[src/rtl/clk_ratio_pkg.sv]
package clk_ratio_pkg;

  typedef enum logic [1:0] {
    RATIO_DIV8 = 2'b00,
    RATIO_DIV1 = 2'b01,
    RATIO_DIV2 = 2'b10,
    RATIO_DIV4 = 2'b11
  } ratio_e;

  typedef struct packed {
    logic   restore;
    ratio_e target;
  } ctrl_strobe_t;

endpackage

[src/rtl/clk_ratio_ctrl.sv]
module clk_ratio_ctrl
  import clk_ratio_pkg::*;
(
  input  logic         clk,
  input  logic         rstN,
  input  logic         selDiv1,
  input  logic         selDiv2,
  input  logic         selDiv4,
  input  logic         backupWake,
  output ctrl_strobe_t ctlOut
);

  logic   lockSet;
  ratio_e pendingRatio;
  logic   anySel;
  ratio_e reqRatio;

  assign anySel = selDiv1 | selDiv2 | selDiv4;

  always_comb begin
    if (selDiv1)      reqRatio = RATIO_DIV1;
    else if (selDiv2) reqRatio = RATIO_DIV2;
    else              reqRatio = RATIO_DIV4;
  end

  always_ff @(posedge clk) begin
    if (!rstN) begin
      lockSet      <= 1'b0;
      pendingRatio <= RATIO_DIV8;
    end else if (backupWake) begin
      lockSet      <= 1'b0;
      pendingRatio <= RATIO_DIV8;
    end else if (anySel && !lockSet) begin
      lockSet      <= 1'b1;
      pendingRatio <= reqRatio;
    end
  end

  assign ctlOut.restore = backupWake;
  assign ctlOut.target  = pendingRatio;

  // a set lock freezes the requested ratio until a wake
  p_lock_hold_r5: assert property (@(posedge clk) disable iff (!rstN)
    (lockSet && !backupWake) |=> ($stable(pendingRatio) && lockSet));

  // a wake clears the lock and requests divide by 8
  p_wake_clear_r6: assert property (@(posedge clk) disable iff (!rstN)
    backupWake |=> (!lockSet && pendingRatio == RATIO_DIV8));

  // divide by 1 wins whenever it is accepted
  p_prio_div1_r8: assert property (@(posedge clk) disable iff (!rstN)
    (selDiv1 && !lockSet && !backupWake) |=> (pendingRatio == RATIO_DIV1));

  // divide by 2 beats divide by 4
  p_prio_div2_r8: assert property (@(posedge clk) disable iff (!rstN)
    (selDiv2 && !selDiv1 && !lockSet && !backupWake) |=> (pendingRatio == RATIO_DIV2));

endmodule

[src/rtl/clk_ratio_dp.sv]
module clk_ratio_dp
  import clk_ratio_pkg::*;
#(
  parameter int RESET_DIV = 8,
  parameter int INST_DIV  = 4
) (
  input  logic         clk,
  input  logic         rstN,
  input  ctrl_strobe_t ctlIn,
  output logic         sysTick,
  output logic         instTick,
  output ratio_e       activeRatio
);

  localparam int SW = (RESET_DIV > 1) ? $clog2(RESET_DIV) : 1;
  localparam int IW = (INST_DIV > 1) ? $clog2(INST_DIV) : 1;
  localparam logic [SW-1:0] LIM_DIV8 = SW'(RESET_DIV - 1);
  localparam logic [SW-1:0] LIM_DIV1 = SW'(0);
  localparam logic [SW-1:0] LIM_DIV2 = SW'(1);
  localparam logic [SW-1:0] LIM_DIV4 = SW'(3);
  localparam logic [IW-1:0] INST_LAST = IW'(INST_DIV - 1);

  logic [SW-1:0] sysCnt;
  logic [SW-1:0] sysLim;
  logic [IW-1:0] instCnt;
  logic          restoreNow;
  logic          applyNew;

  assign restoreNow = ctlIn.restore;

  always_comb begin
    unique case (activeRatio)
      RATIO_DIV1: sysLim = LIM_DIV1;
      RATIO_DIV2: sysLim = LIM_DIV2;
      RATIO_DIV4: sysLim = LIM_DIV4;
      default:    sysLim = LIM_DIV8;
    endcase
  end

  assign sysTick  = (sysCnt == sysLim);
  assign instTick = sysTick && (instCnt == INST_LAST);
  assign applyNew = (ctlIn.target != activeRatio);

  always_ff @(posedge clk) begin
    if (!rstN || restoreNow) begin
      activeRatio <= RATIO_DIV8;
      sysCnt      <= '0;
      instCnt     <= '0;
    end else if (sysTick) begin
      sysCnt <= '0;
      if (applyNew) begin
        activeRatio <= ctlIn.target;
        instCnt     <= '0;
      end else begin
        instCnt <= (instCnt == INST_LAST) ? '0 : instCnt + 1'b1;
      end
    end else begin
      sysCnt <= sysCnt + 1'b1;
    end
  end

  // the instruction enable only rides on a system enable
  p_inst_on_sys_r7: assert property (@(posedge clk) disable iff (!rstN)
    instTick |-> sysTick);

  // ratio moves only at a system boundary or on a wake
  p_ratio_boundary_r9: assert property (@(posedge clk) disable iff (!rstN)
    !$stable(activeRatio) |-> ($past(sysTick) || $past(restoreNow)));

  // divide by 1 produces a system enable in every cycle
  p_div1_every_r2: assert property (@(posedge clk) disable iff (!rstN)
    (activeRatio == RATIO_DIV1) |-> sysTick);

  // a wake leaves divide by 8 in force on the next cycle
  p_wake_div8_r6: assert property (@(posedge clk) disable iff (!rstN)
    restoreNow |=> (activeRatio == RATIO_DIV8));

endmodule

[src/rtl/clk_ratio_lock.sv]
module clk_ratio_lock
  import clk_ratio_pkg::*;
#(
  parameter int RESET_DIV = 8,
  parameter int INST_DIV  = 4
) (
  input  logic       clk,
  input  logic       rstN,
  input  logic       selDiv1,
  input  logic       selDiv2,
  input  logic       selDiv4,
  input  logic       backupWake,
  output logic       sysTick,
  output logic       instTick,
  output logic [1:0] ratioCode
);

  ctrl_strobe_t ctlBus;
  ratio_e       activeRatio;

  clk_ratio_ctrl u_ctrl (
    .clk        (clk),
    .rstN       (rstN),
    .selDiv1    (selDiv1),
    .selDiv2    (selDiv2),
    .selDiv4    (selDiv4),
    .backupWake (backupWake),
    .ctlOut     (ctlBus)
  );

  clk_ratio_dp #(
    .RESET_DIV (RESET_DIV),
    .INST_DIV  (INST_DIV)
  ) u_dp (
    .clk         (clk),
    .rstN        (rstN),
    .ctlIn       (ctlBus),
    .sysTick     (sysTick),
    .instTick    (instTick),
    .activeRatio (activeRatio)
  );

  assign ratioCode = activeRatio;

endmodule

[config.mk]
export PLATFORM = sky130hd
export DESIGN_NAME = clk_ratio_lock
export DESIGN_NICKNAME = d
export VERILOG_FILES = /design/src/rtl/clk_ratio_pkg.sv /design/src/rtl/clk_ratio_ctrl.sv /design/src/rtl/clk_ratio_dp.sv /design/src/rtl/clk_ratio_lock.sv
export SDC_FILE = /design/constraint.sdc
export NUM_CORES = 1
export LEC_CHECK = 0
export BUFFER_PORTS_ARGS = -buffer_cell sky130_fd_sc_hd__buf_2
export CAP_MARGIN = 40
export CORE_AREA = 8 8 45 47
export CTS_CLUSTER_DIAMETER = 60
export DETAILED_ROUTE_END_ITERATION = 6
export DIE_AREA = 0 0 53 55
export GPL_TIMING_DRIVEN = 0
export PLACE_DENSITY = 0.59
export SYNTH_ARGS = -nofsm -noshare
export SYNTH_HDL_FRONTEND = slang
export SYNTH_SLANG_ARGS = --single-unit
export TNS_END_PERCENT = 100
[constraint.sdc]
create_clock -name clk -period 2 [get_ports clk]
set_input_delay 0 -clock clk [delete_from_list [all_inputs] [get_ports clk]]
set_output_delay 0 -clock clk [all_outputs]
set_load 0.02 [all_outputs]
Word-level counts from Yosys, hierarchy flattened:

Cells that the tools add are included.

* divide/modulo/power cells: 0
* equality and inequality tests: 6
* reductions and logical operators: 8
* add/sub/neg operators: 2
* $mul: 0
* mux-type cells: 5
* shift operators: 0
* bitwise operators: 3
* order comparisons: 0

Operators by type and width (number)
* $pmux W3 S3: 1
* $eq A2 B2 Y1 const B: 3
* $mux W2: 3
* $reduce_or A2 Y1: 2
* $add A3 B1 Y3 const B: 1
* $eq A3 B3 Y1: 1
* $add A2 B1 Y2 const B: 1
* $eq A2 B1 Y1 const B: 1
* $logic_and A1 B1 Y1: 2
* $logic_not A1 Y1: 2
* $ne A2 B2 Y1: 1
* $or A1 B1 Y1: 2
* $reduce_and A2 Y1: 1
* $logic_or A1 B1 Y1: 1
* $mux W1: 1
* $not A1 Y1: 1

* RAM bits: 0
* register bits after elaboration: 10
* output and inout port bits: 4
* bits in read-only memories: 0
* memories kept: 0
* word-level logic and storage cells: 29
* bits in latches: 0

Logic depth before layout (Yosys ltp):

* word-level depth: 4
* depth in mapped cells: 5
* mapped depth without buffers: 5

Cells and area by module:

A second synthesis with hierarchy kept.

* cells, all modules: 55
* area, all modules: 566.8 µm²

By module, submodules not included
* clk_ratio_dp: area each 436.7 µm², cells an instance 40, instances 1, seq. area each 140.1 µm²
* clk_ratio_ctrl: area each 130.1 µm², cells an instance 15, instances 1, seq. area each 60.1 µm²

Least setup slack after synthesis:

Ideal clock, no wire load.

* path kind: reg-to-output
* from: register u_dp.activeRatio[0]
* to: output port instTick
* setup slack: 279 ps
* buffers on the path: 0
* arrival time: 1721 ps
* stages on the path, launching flop included: 6
* cell sequence: dfxtp_1 inv_1 ha_1 xnor2_1 nor3_4 and2_2

* cells in the longest elaborated chain, start to end: 4
* elaborated cells on any way between the ends: 6

Ends and longest elaborated chain
* from (decl): RTL line clk_ratio_dp.sv:12 `output ratio_e activeRatio`
* from (signal assigned): RTL line clk_ratio_dp.sv:52 `activeRatio <= ctlIn.target;`
* $eq A2 B2 Y1 or $eq A2 B1 Y1 (tied branches): RTL line clk_ratio_dp.sv:32 `unique case (activeRatio)`
* $pmux W3 S3 *: RTL line clk_ratio_dp.sv:32
* $eq A3 B3 Y1 *: RTL line clk_ratio_dp.sv:40 `assign sysTick = (sysCnt == sysLim);`
* named net sysTick: RTL line clk_ratio_lock.sv:13 `output logic sysTick,`
* $logic_and A1 B1 Y1 *: RTL line clk_ratio_dp.sv:41 `assign instTick = sysTick && (instCnt == INST_LAST);`
* to (decl): RTL line clk_ratio_lock.sv:14 `output logic instTick,`

Mark *: on every way through the listed nets, which the timed path passes. The rest lies on a longest branch.

Final worst setup path:

* from: register u_dp.activeRatio[0]
* to: output port instTick

* cells in the longest elaborated chain, start to end: 4
* elaborated cells on any way between the ends: 6

Ends and longest elaborated chain (RTL line)
* $eq A2 B2 Y1 or $eq A2 B1 Y1 (tied branches): clk_ratio_dp.sv:32
* $pmux W3 S3 *: clk_ratio_dp.sv:32
* $eq A3 B3 Y1 *: clk_ratio_dp.sv:40
* $logic_and A1 B1 Y1 *: clk_ratio_dp.sv:41

Every way passes the cells marked *; elsewhere a longest branch is shown, timed or not.

==> results.cfg <==
[outcome]
outcome = finished clean

[finish]
layout_common_cells = dfxtp_1, buf_2, nand2_1, nor2_1
post-route-cell-area_um2 = 623
layout.nets = 82
num_antenna_cells = 0
final_layout_size_suffix_gt1_share_pct = 28.6
syn2layout_area_growth_pct = 25.1
num-fill-cells = 137
final_common_cell = dfxtp_1
stdcell_count = 86

[sta]
setup_viol = 0
maxClockFrequency_mhz = 578
max_slew_margin_pct = 76.2
setup_ws_ns = 0.271
worst_pin_slew_ns = 0.358
skew_ns = 0.00421
rsz0062_at_grt = false
slew_viol_final = 0
timing.setup.tns_ns = 0
min_period_ns = 1.73
hold_viol_final = 0
period_share_pct = 86.4

[floorplanning]
start_util_pct = 36.0
fp.dieH_um = 55
rows = 14
core_area_um2 = 1380
fp.dieW_um = 53
dieArea_um2 = 2920
io_pins = 10

[critical_path]
crit_path_start_kind = flop
crit_chain = inv_1, ha_1, xnor2_1, nor3_4, and2_2, buf_2
critPathArrivalTime_ns = 1.73
crit_family = flip-flops
end_kind = primary output
cp.required_ns = 2.00
timing.critical_path.buf_inv = 2
cpMaxStageDelayCell = dfxtp_1
slowest_delay_ns = 0.41
setup.worst_path.class = reg2out
crit_fanout = 5

[synthesis]
yosys_warnings = 0
avgSynthCellArea_um2 = 9.40
synth.distinct_cells = 19
syn-num-nets = 63
synthCells = 53
synth_area_um2 = 498
ys_seq_elements = 10
synth-seq-area-share_pct = 40.2

[detailed_routing]
highest_layer = met4
wl_per_cell_um = 9.76
avgViaCountPerCell = 4.73
firstDrtPassIters = 4
first_iter_violations = 5
wl_met3_um = 40
num_vias = 407
drt-total-wl_um = 839
drc = 0
final_antenna_net_count = 0
route.met2.wl_um = 412
routedLengthMet1_um = 374

[grt]
grt_antenna_before_repair = 0
grt_remaining_overflow = 0
grt_use_total_pct = 6.91
grt_pass1_vias = 374
grt_max_degree = 10
grt_pass1_wl_um = 1440

[cts]
cts_tree = yes
htreeDepth = 1
root_buffer = clkbuf_4
postCtsSetupBuffers = 0
insertion_delay_ns = 0.26
cts_buffer_depth = 2
cts-buffers-inserted = 3
cts_hold_buffers = 0
clk_pin_slew_ns = 0.06
cts.sink_count = 10
ctsResizeCount = 0

[pwr]
power_frac_seq_pct = 57.1
p_int_uw = 287
p_comb_share_pct = 7.2
p_switching_uw = 79.8
power.share.switching_pct = 21.8
vdd_drop_max_mv = 0.424
pwr-share-clk_pct = 35.7
leakagePower_uw = 0.000270
p_per_area_nw_per_um2 = 588

[placed_design]
io_buffers = 9
placed_cells = 78
pre_cts_ws_ns = 0.320
placed_area_um2 = 563
place.gp.congestion = 0.708

[job]
maxCapViolations = 0

[min_path]
min_path_type = in2reg
[kinds of logic after synthesis]
group / synth area share (%)
compound gates: 5.78
xor+xnor: 10.6
fa+ha+maj: 10.1
buf+inv: 3.01
flops: 40.2
mux: 8.04
simple gates: 22.4
[final timing paths]
kind                            slack, ns                             endpoint                        startpoint  depth (start not counted)
worst min-delay path                 0.02  u_ctrl.pendingRatio[0]$_SDFFE_PP0P_                           selDiv2                          3
worst max-delay path                 0.27                             instTick  u_dp.activeRatio[0]$_SDFFE_PP0P_                          6
worst min register to register       0.46         u_dp.instCnt[1]$_SDFFE_PP0N_      u_dp.instCnt[1]$_SDFFE_PP0N_                          2
worst max register to register       0.35            u_dp.sysCnt[1]$_SDFF_PP0_  u_dp.activeRatio[0]$_SDFFE_PP0P_                          7
[metal layers]
metal,global-route usage (%),vias to the layer above
li1,-,215
met1,6.44,183
met2,11.5,7
met3,1.87,2
met4,7.76,0
met5,0,-
[synth_stat cells]
master	number	share of area [%]
dfxtp_1	10	40
nand2_1	6	4.5
nor2_1	6	4.5
xnor2_1	5	8.8
ha_1	4	10
mux2i_1	4	8.0
inv_1	3	2.3
a21oi_1	2	2.0
nand4_1	2	2.5
nor3_1	2	2.0
and2_2	1	1.5
clkbuf_1	1	0.75
nand2b_1	1	1.3
nor2b_1	1	1.3
nor3_4	1	3.3
nor3b_1	1	1.5
o21a_1	1	1.5
o221a_2	1	2.3
xor2_1	1	1.8
[final cells by class]
type                            instances  area [um^2]  share of cell area (%)
Multi-Input combinational cell         39          283                    45.4
Sequential cell                        10          200                    32.1
Timing Repair Buffer                   14         82.6                    13.3
Clock buffer                            3         22.5                    3.61
Tap cell                               16         20.0                    3.21
Inverter                                3         11.3                    1.81
Buffer                                  1         3.75                   0.602
[sequential cells by signal, indices dropped and copies added, names as in the netlist]
name / count
u_dp.sysCnt: 3
u_ctrl.pendingRatio: 2
u_dp.activeRatio: 2
u_dp.instCnt: 2
u_ctrl.lockSet: 1
[power by group through the flow]
stage / logic [uW] / clock network [uW] / registers, uW
2_1_floorplan: 18.3 / 0 / 213
3_3_place_gp: 26.4 / 0 / 214
3_5_place_dp: 26.8 / 0 / 214
4_1_cts: 26.9 / 136 / 209
5_1_grt: 30.8 / 147 / 210
6_report: 26.4 / 131 / 209
[per-stage QoR]
step / hold slack (ns) / total power [uW] / util (%)
2_1_floorplan: 0.160 / 231 / -
3_3_place_gp: 0.287 / 240 / 40.7
3_5_place_dp: 0.287 / 241 / 40.7
4_1_cts: 0.0120 / 372 / 42.3
5_1_grt: 0.0249 / 387 / 45.0
6_report: 0.0189 / 366 / 45.0
[tightest hold or removal path: stages]
cell and delay [ns]:
buf_2 0.09, a21oi_1 0.05, o21a_1 0.09
Power figures use the tool's default switching activity.
